--- src/rtl/bitstuff_pkg.sv ---
package bitstuff_pkg;

   // tag stored with each launched bit, consumed one strobe later by the monitor
   typedef struct packed {
      logic active;   // node drove this bit
      logic exempt;   // recessive-sent / dominant-seen tolerated
   } bs_tag_t;

   function automatic int unsigned bs_cnt_width(input int unsigned run_len);
      return $clog2(run_len + 1);
   endfunction

endpackage

--- src/rtl/bs_stuff_enc.sv ---
module bs_stuff_enc #(
   parameter int unsigned RUN_LEN = 5,
   parameter bit          REC     = 1'b1
) (
   input  logic clk,
   input  logic rst_n,
   input  logic stb,
   input  logic tx_on,
   input  logic win,
   input  logic din,
   output logic ready,
   output logic line
);
   localparam int unsigned CW = bitstuff_pkg::bs_cnt_width(RUN_LEN);
   localparam logic [CW-1:0] LAST_CNT = CW'(RUN_LEN - 1);

   logic [CW-1:0] run_q;
   logic          last_q;
   logic          pend_q;
   logic          line_q;

   always_ff @(posedge clk) begin
      if (!rst_n) begin
         run_q  <= '0;
         last_q <= REC;
         pend_q <= 1'b0;
         line_q <= REC;
      end else if (stb) begin
         if (!tx_on) begin
            line_q <= REC;
            run_q  <= '0;
            pend_q <= 1'b0;
         end else if (pend_q) begin
            // owed complement, also first bit of the next run
            line_q <= ~last_q;
            last_q <= ~last_q;
            run_q  <= CW'(1);
            pend_q <= 1'b0;
         end else begin
            line_q <= din;
            last_q <= din;
            if (!win) begin
               run_q <= '0;
            end else if (run_q != '0 && din == last_q) begin
               run_q <= run_q + 1'b1;
               if (run_q == LAST_CNT) pend_q <= 1'b1;
            end else begin
               run_q <= CW'(1);
            end
         end
      end
   end

   assign ready = ~pend_q;
   assign line  = line_q;

endmodule

--- src/rtl/bs_stuff_dec.sv ---
module bs_stuff_dec #(
   parameter int unsigned RUN_LEN = 5
) (
   input  logic clk,
   input  logic rst_n,
   input  logic stb,
   input  logic win,
   input  logic rx,
   output logic dout,
   output logic dvalid,
   output logic serr
);
   localparam int unsigned CW = bitstuff_pkg::bs_cnt_width(RUN_LEN);
   localparam logic [CW-1:0] LAST_CNT = CW'(RUN_LEN - 1);

   logic [CW-1:0] run_q;
   logic          last_q;
   logic          due_q;
   logic          dout_q;
   logic          dvalid_q;
   logic          serr_q;

   always_ff @(posedge clk) begin
      if (!rst_n) begin
         run_q    <= '0;
         last_q   <= 1'b0;
         due_q    <= 1'b0;
         dout_q   <= 1'b0;
         dvalid_q <= 1'b0;
         serr_q   <= 1'b0;
      end else begin
         dvalid_q <= 1'b0;
         serr_q   <= 1'b0;
         if (stb) begin
            if (due_q) begin
               due_q <= 1'b0;
               if (rx == last_q) begin
                  serr_q <= 1'b1;
                  run_q  <= '0;
               end else begin
                  run_q  <= CW'(1);
                  last_q <= rx;
               end
            end else begin
               dvalid_q <= 1'b1;
               dout_q   <= rx;
               last_q   <= rx;
               if (!win) begin
                  run_q <= '0;
               end else if (run_q != '0 && rx == last_q) begin
                  run_q <= run_q + 1'b1;
                  if (run_q == LAST_CNT) due_q <= 1'b1;
               end else begin
                  run_q <= CW'(1);
               end
            end
         end
      end
   end

   assign dout   = dout_q;
   assign dvalid = dvalid_q;
   assign serr   = serr_q;

endmodule

--- src/rtl/bs_bit_mon.sv ---
module bs_bit_mon #(
   parameter bit REC = 1'b1
) (
   input  logic clk,
   input  logic rst_n,
   input  logic stb,
   input  logic tx_on,
   input  logic exempt_in,
   input  logic sent,
   input  logic seen,
   output logic berr
);
   import bitstuff_pkg::*;

   bs_tag_t tag_q;
   logic    berr_q;
   logic    mism;
   logic    tolerated;

   always_comb begin
      mism      = (sent != seen);
      tolerated = tag_q.exempt && (sent == REC) && (seen != REC);
   end

   always_ff @(posedge clk) begin
      if (!rst_n) begin
         tag_q  <= '0;
         berr_q <= 1'b0;
      end else begin
         berr_q <= 1'b0;
         if (stb) begin
            berr_q       <= tag_q.active && mism && !tolerated;
            tag_q.active <= tx_on;
            tag_q.exempt <= exempt_in;
         end
      end
   end

   assign berr = berr_q;

endmodule

--- src/rtl/bitstuff_codec.sv ---
module bitstuff_codec #(
   parameter int unsigned RUN_LEN = 5,
   parameter bit          DOM_LVL = 1'b0
) (
   input  logic clk,
   input  logic rst_n,
   input  logic bit_stb,
   input  logic tx_on,
   input  logic stuff_en,
   input  logic tx_bit,
   output logic tx_ready,
   output logic tx_line,
   input  logic rx_bit,
   input  logic arb_fld,
   input  logic ack_slot,
   input  logic psv_flag,
   output logic rx_data,
   output logic rx_valid,
   output logic stuff_err,
   output logic bit_err
);
   localparam bit REC = ~DOM_LVL;

   generate
      if (RUN_LEN < 2 || RUN_LEN > 31) begin : g_bad_run
         $error("bitstuff_codec: RUN_LEN must lie in 2..31");
      end
   endgenerate

   logic line_w;
   logic exempt_w;

   assign exempt_w = arb_fld | ack_slot | psv_flag;

   bs_stuff_enc #(.RUN_LEN(RUN_LEN), .REC(REC)) enc_i (
      .clk   (clk),
      .rst_n (rst_n),
      .stb   (bit_stb),
      .tx_on (tx_on),
      .win   (stuff_en),
      .din   (tx_bit),
      .ready (tx_ready),
      .line  (line_w)
   );

   bs_stuff_dec #(.RUN_LEN(RUN_LEN)) dec_i (
      .clk    (clk),
      .rst_n  (rst_n),
      .stb    (bit_stb),
      .win    (stuff_en),
      .rx     (rx_bit),
      .dout   (rx_data),
      .dvalid (rx_valid),
      .serr   (stuff_err)
   );

   bs_bit_mon #(.REC(REC)) mon_i (
      .clk       (clk),
      .rst_n     (rst_n),
      .stb       (bit_stb),
      .tx_on     (tx_on),
      .exempt_in (exempt_w),
      .sent      (line_w),
      .seen      (rx_bit),
      .berr      (bit_err)
   );

   assign tx_line = line_w;

endmodule

--- config.mk ---
export PLATFORM = sky130hd
export DESIGN_NAME = bitstuff_codec
export DESIGN_NICKNAME = d
export VERILOG_FILES = /design/src/rtl/bitstuff_pkg.sv /design/src/rtl/bs_stuff_enc.sv /design/src/rtl/bs_stuff_dec.sv /design/src/rtl/bs_bit_mon.sv /design/src/rtl/bitstuff_codec.sv
export SDC_FILE = /design/constraint.sdc
export NUM_CORES = 1
export LEC_CHECK = 0
export BUFFER_PORTS_ARGS = -buffer_cell sky130_fd_sc_hd__buf_2
export CAP_MARGIN = 25
export CORE_MARGIN = 4
export CORE_UTILIZATION = 50
export CTS_CLUSTER_DIAMETER = 40
export DETAILED_ROUTE_END_ITERATION = 7
export GPL_TIMING_DRIVEN = 0
export PLACE_DENSITY_LB_ADDON = 0.25
export REMOVE_ABC_BUFFERS = 1
export SETUP_SLACK_MARGIN = 0.3
export SYNTH_ARGS = -nofsm -noshare
export SYNTH_HDL_FRONTEND = slang
export SYNTH_SLANG_ARGS = --single-unit
--- constraint.sdc ---
create_clock -name clk -period 2.9 [get_ports clk]
set_clock_uncertainty 0.1 [all_clocks]
set_input_delay 0.145 -clock clk [delete_from_list [all_inputs] [get_ports clk]]
set_output_delay 0.145 -clock clk [all_outputs]
set_load 0.03 [all_outputs]
Yosys cells after proc, flatten, opt, wreduce, memory -nomap -nowiden
Cells that the tools add are included. Widths: inputs -> output; s select.

Bits of input ports: 10. Bits in registers: 17. Output and inout bits: 6.

Add/subtract/negate cells: 2. Reduce and logical (&&, ||, !) cells: 14. Multiplexer cells: 23. Bitwise gates (word level): 6. Eq/ne operators: 6.

Operators with widths (number): $mux 3 (7); $mux 1 (16); $reduce_and 2->1 (4); $add 3x1->3 const B (2); $eq 3x3->1 const B (2); $logic_and 1x1->1 (6); $reduce_bool 3->1 (2); $not 1->1 (4); $reduce_and 3->1 (1); $eq 1x1->1 (2); $ne 2x2->1 const B (1); $or 1x1->1 (2); $logic_not 1->1 (1); $ne 1x1->1 (1).

Depth between registers and ports, before layout
Gate-level depths: netlist of run 1.

Word-level depth: 6. Mapped depth: 6. Mapped depth without buffers: 6.

By module
Synthesis of run 1 repeated with hierarchy kept, for this count alone.

Cells, all modules: 88. Area, all modules: 833.3 µm².

By module, submodules not included: bs_stuff_dec (cells each 42, area each 402.9 µm², times used 1); bs_stuff_enc (cells each 34, area each 301.5 µm², times used 1); bs_bit_mon (cells each 11, area each 122.6 µm², times used 1); bitstuff_codec (cells each 1, area each 6.3 µm², times used 1).

Least setup slack after synthesis of run 1
Ideal clock, no wire load.

Path type: register to register. Start point: reg enc_i.last_q. End point: reg enc_i.run_q[2]. Slack: 1.707 ns. Data arrival time: 1.019 ns. Required time: 2.726 ns. Period minus slack after synthesis: 1.193 ns. Path buffers: 0. Cell stages (with the launch flop): 5. Path through: dfxtp_1 xor2_2 nor4_4 nand3_1 a31oi_1.

Cells in the longest elaborated chain, start to end: 6.

Ends and longest elaborated chain: from (decl) (line bs_stuff_enc.sv:18) `logic last_q;`; from (signal assigned) (line bs_stuff_enc.sv:36) `last_q <= ~last_q;`; from (signal assigned) (line bs_stuff_enc.sv:41) `last_q <= din;`; $eq 1x1->1 (line bs_stuff_enc.sv:44) `end else if (run_q != '0 && din == last_q) begin`; $logic_and 1x1->1 (line bs_stuff_enc.sv:44); $mux 3 (line bs_stuff_enc.sv:44); $mux 3 (line bs_stuff_enc.sv:42) `if (!win) begin`; $mux 3 (line bs_stuff_enc.sv:33) `end else if (pend_q) begin`; $mux 3 (line bs_stuff_enc.sv:29) `if (!tx_on) begin`; to (signal assigned) (line bs_stuff_enc.sv:45) `run_q <= run_q + 1'b1;`; to (decl) (line bs_stuff_enc.sv:17) `logic [CW-1:0] run_q;`.

Every way passes these cells. A chain may end at the register's enable or synchronous reset.

Final worst setup path of run 1
Start point: reg dec_i.run_q[0]. End point: reg dec_i.run_q[0].

Cells in the longest elaborated chain, start to end: 5.

Ends and longest elaborated chain: from (decl) (line bs_stuff_dec.sv:16) `logic [CW-1:0] run_q;`; from (signal assigned) (line bs_stuff_dec.sv:51) `run_q <= run_q + 1'b1;`; parallel branches: the longest is 2 deep, another holds $add 3x1->3; $mux 3 * (line bs_stuff_dec.sv:50) `end else if (run_q != '0 && rx == last_q) begin`; $mux 3 * (line bs_stuff_dec.sv:48) `if (!win) begin`; $mux 3 * (line bs_stuff_dec.sv:35) `if (due_q) begin`.

Every way passes the cells marked *.

==> results.ini, run 1 <==
[outcome]
status = finished clean

[layout]
area_growth_pct = 14.33
diodes = 0
layout-drive-gt1-share = 0.2212
n_fill_cell = 111
mostFrequentLayoutCells = nor2_1 (17), dfxtp_1 (17), buf_2 (15)
finalInstanceArea_um2 = 888.4
fin_nets = 119
instances_no_fill = 119
fin_util = 0.6425

[floorplan]
ios = 16
dieArea_um2 = 2249
die_x_um = 47.42
rows = 13
core_um2 = 1383
die_h_um = 47.42
start_util = 0.5620

[yosys]
synthCells = 87
ys_ff_latch = 17
ys_warn_count = 0
yosysSeqAreaShare = 0.4380
synthDistinctLibCells = 27
syn_area_um2 = 777.0
syn_avg_cell_area_um2 = 8.931

[sta]
fin_ws_ps = 1586
post-route-min-period_ps = 1314
tightest_slew_ps = 349.8
fin_crit_sh = 0.4532
tns_ps = 0
hold_violations = 0
relSlewSlack = 0.7665
rsz0062_at_grt = false
timing.hold.ws_ps = 11.21
setup_viol = 0
fmax_ghz = 0.7609
slew_viol_final = 0

[power_and_ir_drop]
power_uw = 414.6
p_seq_frac = 0.591
clockPowerShare = 0.290
p_leak_nw = 0.3799
power.switching_uw = 103.2
power_density_nw_per_um2 = 466.8
internal_power_uw = 311.4
power_frac_comb = 0.119
sw_frac_of_total = 0.2490
peakVddDrop_mv = 0.2789

[worst_hold_path]
hp-start = rst_n
hold_depth = 2
hp-class = in2reg

[drt]
vias = 665
drt_iter0_drc = 9
firstDrtPassIters = 4
drc_errors = 0
via_per_inst = 5.588
drt-total-wl_um = 1436
ant_nets = 0
avgRoutedWirePerCell_um = 12.07

[critical_path]
critPathLaunchType = flop
cp-end-kind = flop
worst-path-max-fanout = 4
worst-r2r-cell-count = 6
timing.rr.start = dec_i.run_q[0]
critPathRequiredTime_ps = 2960
worstSetupPathType = reg2reg
cp.arrival_ps = 1380
cp-startpoint = dec_i.run_q[0]

[placement]
dp_slack_ps = 1596
dp_cells = 115
numPortBuffers = 15
placed_area_um2 = 862.1
hpwlAfterDp_um = 1083
place_congestion = 0.7546

[clocking]
cts_tree = done
cts_root_buf = clkbuf_4
path_clk_slew_ps = 90
cts_setup_buffers = 0
cts_max_level = 1
cts_max_path_buffers = 2
numCtsBuffers = 3
cts_resized = 0
cts_hold_buf = 0
clk_latency_ps = 280
cts.sinks = 17

[global_route]
grt_pass1_vias = 634
grt_max_degree = 14
grt.overflow.total = 0
antenna_found_initial = 0
grt_pass1_wl_um = 2573
grt_use_total = 0.1653

[flow_run]
maxCapViolations = 0

worst max-delay path: stages, from the launching register on:
cell	delay (ps)
dfxtp_1	390
inv_1	60
ha_1	220
nand2b_1	110
a21oi_1	80
o221ai_1	150
a21oi_1	90
cells by family after synthesis:
group           count (synthesis)  synth area share
compound gates                 20            0.1755
xor+xnor                        2           0.03221
fa+ha+maj                       4           0.06441
buf+inv                        10           0.04991
flops                          17            0.4380
mux                             3           0.03865
simple gates                   31            0.2013
synth_stat cells:
cell type	instances	share of area
inv_2	2	0.0097
o21ai_1	3	0.019
o21a_1	1	0.0097
ha_1	4	0.064
o41ai_1	1	0.011
o221ai_1	1	0.011
inv_1	6	0.029
nand2b_1	3	0.024
nand3_1	3	0.019
o21ai_0	1	0.0064
a31oi_1	1	0.0081
nor4_4	1	0.027
clkbuf_1	1	0.0048
nor2_1	17	0.082
nand3b_1	1	0.0097
nand2_1	4	0.019
a32oi_1	5	0.056
nor3_2	1	0.013
a211oi_1	1	0.0097
nor3_1	1	0.0064
mux2i_1	3	0.039
a21oi_1	5	0.032
buf_2	1	0.0064
xor2_2	1	0.021
xor2_1	1	0.011
a311oi_1	1	0.011
dfxtp_1	17	0.44
layer usage:
metal  global-route usage  vias to the layer above  part of all wire
li1                     -                      343                 -
met1               0.2120                      295              0.47
met2               0.2487                       21              0.47
met3              0.04887                        6             0.044
met4              0.08840                        0             0.016
met5                    0                        -                 0
cell type report:
type / instances / area (um^2) / share of cell area
multi-input cells: 60 / 397.9 / 0.4479
flip-flops and latches: 17 / 340.3 / 0.3831
repair buffers: 15 / 75.07 / 0.08451
inverters: 8 / 30.03 / 0.03380
clock buffers: 4 / 26.28 / 0.02958
well taps: 15 / 18.77 / 0.02113
flip-flops by register name, summed over array words and instances, names as in the netlist:
register and count:
dec_i.serr 1, dec_i.run_q 3, dec_i.last_q 1, enc_i.run_q 3, enc_i.last_q 1, mon_i.tag_q 2, enc_i.line 1, dec_i.dvalid 1
dec_i.due_q 1, enc_i.pend_q 1, mon_i.berr 1, dec_i.dout 1
final timing paths:
path | to | slack (ps)
max | dec_i.run_q[0] | 1590
min | enc_i.line | 10
max reg2reg | dec_i.run_q[0] | 1590
min reg2reg | mon_i.berr | 380
power by group through the flow:
stage	Clock [mW]	Combinational, mW	Sequential, mW
6_report	0.120	0.0494	0.245
5_1_grt	0.136	0.0562	0.246
4_1_cts	0.124	0.0498	0.245
3_5_place_dp	0	0.0495	0.250
3_3_place_gp	0	0.0487	0.250
2_1_floorplan	0	0.0264	0.254
Note: power is estimated with default switching activity, not from simulation.
==> run 2: changes to the inputs <==
Settings changed: ABC_AREA from default to 1, CORE_UTILIZATION 50 to 46.
Clock period 2.9 ns to 1.2 ns, I/O delays scaled along.
==> run 2 against run 1 <==
  * The flow now finishes with violations (hold timing, setup timing)
  * Sequential share of layout area shrank 10 points
  * Via count increased by 34%
  * Largest power group unchanged
  * Utilization up 17 points
  * Largest cell class unchanged
==> results.ini, run 2 <==
[outcome]
status = complete, but fails checks
violations = hold timing, setup timing

[drt]
met2_length_um = 1283
wl_met1_um = 936
drc_errors = 0
avgRoutedWirePerCell_um = 15.83
firstDrtPassIters = 4
wl_met3_um = 181
drt_iter0_drc = 34
via_per_inst = 5.735
dr.max_layer_used = met4
vias = 889
ant_nets = 0
drt-total-wl_um = 2454

[clocking]
clk_latency_ps = 300
cts_max_path_buffers = 2
cts_root_buf = clkbuf_4
cts_max_level = 1
numCtsBuffers = 3
cts.sinks = 17
path_clk_slew_ps = 100
cts_tree = done

[worst_hold_path]
min_delay_worst_endpoint = mon_i.tag_q[0]
hold_depth = 3
hp-class = in2reg
hp-start = psv_flag

[sta]
fin_ws_ps = -17.34
fin_crit_sh = 1.014
relSlewSlack = 0.8107
post-route-min-period_ps = 1217
timing.hold.ws_ps = -8.221
tightest_slew_ps = 281.3
fmax_ghz = 0.8215
setup_viol = 3
hold_violations = 2
rsz0062_at_grt = true
slew_viol_final = 0

[power_and_ir_drop]
peakVddDrop_mv = 0.9210
power_density_nw_per_um2 = 885.8
power_mw = 1.124
p_leak_nw = 0.5389

[floorplan]
die_x_um = 49.33
core_um2 = 1559
rows = 14
start_util = 0.5040
ios = 16
dieArea_um2 = 2433
die_h_um = 49.33

[yosys]
ys_warn_count = 0
synthFlopType = dfxtp_1
synth_top_area_frac = 0.4331
syn_avg_cell_area_um2 = 7.555
synthTopCellsByCount = nand2_1 (25), dfxtp_1 (17), inv_1 (14)
syn_area_um2 = 785.8
synth_top_area_cell = dfxtp_1
yosysSeqAreaShare = 0.4331
synth_edf_count = 0
synth_most_common_cell = nand2_1
synthDistinctLibCells = 21
ys_ff_latch = 17
synth.area.top_cells = dfxtp_1 (43%), nand2_1 (12%), a21oi_1 (7.6%)
synthCells = 104
synthArstFlopShare = 0

[layout]
mostFrequentLayoutCells = nand2_1 (20), dfxtp_2 (15), buf_4 (11)
finalInstanceArea_um2 = 1269
fin_util = 0.8138
area_growth_pct = 61.47
n_fill_cell = 89
layout-drive-gt1-share = 0.5827
layout.area.seq_um2 = 359.1
top_regs = dec_i.run_q x3, enc_i.run_q x3, mon_i.tag_q x2
final_common_cell = nand2_1
multi_input_area_um2 = 545.5
diodes = 0
fin_nets = 154

[global_route]
grt_pass1_wl_um = 3525
grt_pass1_vias = 792
grt_use_total = 0.1889
grt_max_degree = 14
antenna_found_initial = 0
grt.overflow.total = 0

[critical_path]
worst-path-stages = 8
worstSetupPathType = reg2reg
path_cells = inv_2 -> ha_4 -> nand2_4 -> nand4_1 -> nand2_1 -> nand2_1 -> nand2_2 -> a21oi_2
critPathLaunchType = flop
worst-path-max-fanout = 2
cp_slowest_stage_delay_ps = 360
path_buf_inv = 1
critPathRequiredTime_ps = 1290
cp.arrival_ps = 1310
r2r_setup_slack_ps = -20
path_delay_family = simple AND/OR/NAND/NOR gates
cp-end-kind = flop
worst-r2r-cell-count = 8
critical_path.slowest_cell = dfxtp_2
path_common_cell = nand2_1
timing.rr.start = enc_i.run_q[0]
r2r_end = enc_i.run_q[0]

[placement]
hpwlAfterDp_um = 1119
place_congestion = 0.7831
placed_area_um2 = 875.8
numPortBuffers = 15

[flow_run]
maxCapViolations = 0

[run 2: cell types whose count changed in the layout (fill, tap and decap cells not counted), moves of 6 or more]
cell     change
dfxtp_1     -15
nand2_1     +16
buf_6        +7
nor2_1      -13
dfxtp_2     +15
buf_4       +11
buf_2        -6
inv_2        +6
[run 2: area by class of cell]
cell class	count	share of cell area
Timing Repair Buffer	32	0.2022
Clock buffer	3	0.01775
Clock inverter	1	0.003945
Sequential cell	17	0.2830
Inverter	16	0.04734
Multi-Input combinational cell	70	0.4300
Tap cell	16	0.01578
[run 2: worst max-delay path by stage]
stage,startpoint,endpoint,slack [ps]
3_3_place_gp,enc_i.run_q[0],enc_i.pend_q,-70
4_1_cts,dec_i.run_q[0],dec_i.due_q,30
5_1_grt,enc_i.run_q[0],enc_i.run_q[0],-70
3_5_place_dp,enc_i.run_q[0],enc_i.run_q[2],-80
6_report,enc_i.run_q[0],enc_i.run_q[0],-20
2_1_floorplan,enc_i.run_q[0],enc_i.pend_q,20
[run 2: timing repair]
| action | CTS | global route |
|---|---|---|
| pin swaps | 15 | 16 |
| endpoints found under the hold margin | 5 | 0 |
| setup endpoints to repair | 16 | 21 |
| hold buffers | 5 | 0 |
| gates resized for setup | 43 | 27 |
| setup buffers | 10 | 2 |
[run 2: worst min-delay path, stage by stage]
cell,delay [ps]
buf_2,70
nor4_1,40
a211oi_1,160
[run 2: report_power, final]
| part | total, mW | switching, mW | leakage, nW | internal, mW |
|---|---|---|---|---|
| clock network | 0.314 | 0.190 | 0.0177 | 0.124 |
| registers | 0.597 | 0.0125 | 0.144 | 0.584 |
| logic | 0.213 | 0.119 | 0.377 | 0.0948 |
| total | 1.12 | 0.321 | 0.539 | 0.803 |
[run 2: layer usage]
metal  up-vias  GRT usage
li1        406          -
met1       438     0.1985
met2        39     0.3661
met3         6    0.05810
met4         0    0.02844
met5         -          0
[run 2: cell families after synthesis]
| logic type | Yosys count | share of synthesized area |
|---|---|---|
| AND/OR/NAND/NOR | 44 | 0.2500 |
| AO/OA/AOI/OAI | 19 | 0.1274 |
| buffers and inverters | 17 | 0.08280 |
| flip-flops | 17 | 0.4331 |
| adder cells (fa/ha/maj) | 4 | 0.06370 |
| XOR/XNOR | 3 | 0.04300 |
[run 2: stage by stage]
| stage | cells | setup TNS (ps) | worst slack, ps |
|---|---|---|---|
| floorplan | 103 | 0 | 15.30 |
| global placement | 134 | -339.7 | -72.42 |
| detailed placement | 134 | -459.1 | -83.63 |
| CTS | 153 | 0 | 25.37 |
| global route | 155 | -300.7 | -69.84 |
| finish | 155 | -30.54 | -17.34 |
==> run 3: changes to the inputs <==
Settings changed: SETUP_SLACK_MARGIN 0.3 to default.
==> run 3 against run 2 <==
  * The run ends with hold timing left
  * Combinational power is 19% lower
  * Die area unchanged
  * Register-to-register slack improved by 50 ps
  * Wire length decreased by 24%
  * Sequential cell count unchanged
  * Clock power fell by 3%
  * Cell area down 12%
  * Critical path type unchanged
  * Largest cell class unchanged
==> results.ini, run 3 (synthesis results as in run 2) <==
[global_route]
grt_pass1_wl_um = 2911
grt_pass1_vias = 691
grt_max_degree = 14
antenna_found_initial = 0
grt.overflow.total = 0
grt_use_total = 0.1525

[clocking]
clk_latency_ps = 290
cts.sinks = 17
numCtsBuffers = 3
cts_max_path_buffers = 2
cts_root_buf = clkbuf_4
cts_max_level = 1
path_clk_slew_ps = 100
cts_tree = done

[layout]
diodes = 0
layout-drive-gt1-share = 0.4179
area_growth_pct = 42.36
top_regs = dec_i.run_q x3, enc_i.run_q x3, mon_i.tag_q x2
finalInstanceArea_um2 = 1119
instances_no_fill = 150
fin_nets = 149
mostFrequentLayoutCells = nand2_1 (21), buf_2 (15), dfxtp_1 (12)
final_common_cell = nand2_1

[drt]
avgRoutedWirePerCell_um = 12.37
ant_nets = 0
firstDrtPassIters = 4
drt_iter0_drc = 20
vias = 783
via_per_inst = 5.220
drt-total-wl_um = 1855
drc_errors = 0

[critical_path]
timing.rr.start = enc_i.run_q[0]
critPathLaunchType = flop
cp.arrival_ps = 1300
worstSetupPathType = reg2reg
critPathRequiredTime_ps = 1330
cp-end-kind = flop
cp-startpoint = enc_i.run_q[0]
worst-path-max-fanout = 3

[placement]
dp_cells = 134
place_congestion = 0.7831
numPortBuffers = 15
placed_area_um2 = 875.8
hpwlAfterDp_um = 1119
dp_slack_ps = -83.63

[floorplan]
start_util = 0.5040
die_x_um = 49.33
ios = 16
rows = 14
dieArea_um2 = 2433
die_h_um = 49.33
core_um2 = 1559

[worst_hold_path]
hp-start = psv_flag
hp-class = in2reg

[power_and_ir_drop]
p_leak_nw = 0.4893
power_frac_comb = 0.161
power_mw = 1.072
internal_power_uw = 784.4
sw_frac_of_total = 0.2679
clockPowerShare = 0.284
peakVddDrop_mv = 0.8940
power_density_nw_per_um2 = 957.9
power.switching_uw = 287.1
p_seq_frac = 0.555

[sta]
relSlewSlack = 0.8082
fin_crit_sh = 0.9728
fmax_ghz = 0.8566
setup_viol = 0
tightest_slew_ps = 285.1
timing.hold.ws_ps = -2.348
fin_ws_ps = 32.59
post-route-min-period_ps = 1167
rsz0062_at_grt = true
slew_viol_final = 0
hold_violations = 1

[outcome]
violations = hold timing
status = complete, but fails checks

[flow_run]
maxCapViolations = 0

run 3: path summary, 6_finish.rpt:
| check | endpoint | slack (ps) | cells after the start |
|---|---|---|---|
| worst max-delay path | enc_i.run_q[2] | 30 | 6 |
| worst min-delay path | mon_i.tag_q[0] | -2 | 3 |
| worst max register to register | enc_i.run_q[2] | 30 | 6 |
| worst min register to register | mon_i.berr | 350 | 2 |
run 3: power by group through the flow:
| stage | registers, mW | logic (mW) | clock network [mW] |
|---|---|---|---|
| after floorplan | 0.615 | 0.0636 | 0 |
| after global placement | 0.605 | 0.116 | 0 |
| after detailed placement | 0.605 | 0.117 | 0 |
| after CTS | 0.592 | 0.145 | 0.313 |
| after global routing | 0.598 | 0.191 | 0.349 |
| final | 0.594 | 0.173 | 0.304 |
run 3: stage by stage:
step                setup TNS [ps]  hold slack [ps]    util
detailed placement          -459.1            198.5  0.5618
floorplan                        0            28.92       -
finish                           0           -2.348  0.7175
global route                -291.1            41.00  0.7175
CTS                              0            10.52  0.6469
global placement            -339.7            194.6  0.5618
run 3: timing repair:
item	CTS	global route
setup endpoints to repair	8	8
hold endpoints to repair	6	0
pin swaps	9	13
hold buffers	5	0
gates resized for setup	11	19
setup buffers	4	3
run 3: layout make-up:
type / count / area (um^2)
clock buffers: 3 / 22.52
clock inverters: 1 / 5.005
fillers: 118 / 440.4
inverters: 16 / 60.06
multi-input cells: 70 / 486.7
flip-flops and latches: 17 / 346.6
well taps: 16 / 20.02
repair buffers: 27 / 177.7
run 3: layer usage:
metal / share of wire / vias up / GRT usage
met1: 0.41 / 350 / 0.1744
met3: 0.074 / 4 / 0.05810
met5: 0 / - / 0
li1: - / 393 / -
met2: 0.50 / 36 / 0.2679
met4: 0.016 / 0 / 0.02844
run 3: worst max-delay path: stages (launching register included):
cell	delay (ps)
dfxtp_2	350
inv_2	50
ha_4	150
nand2_2	60
and3_4	190
nand3_2	80
a21oi_2	130
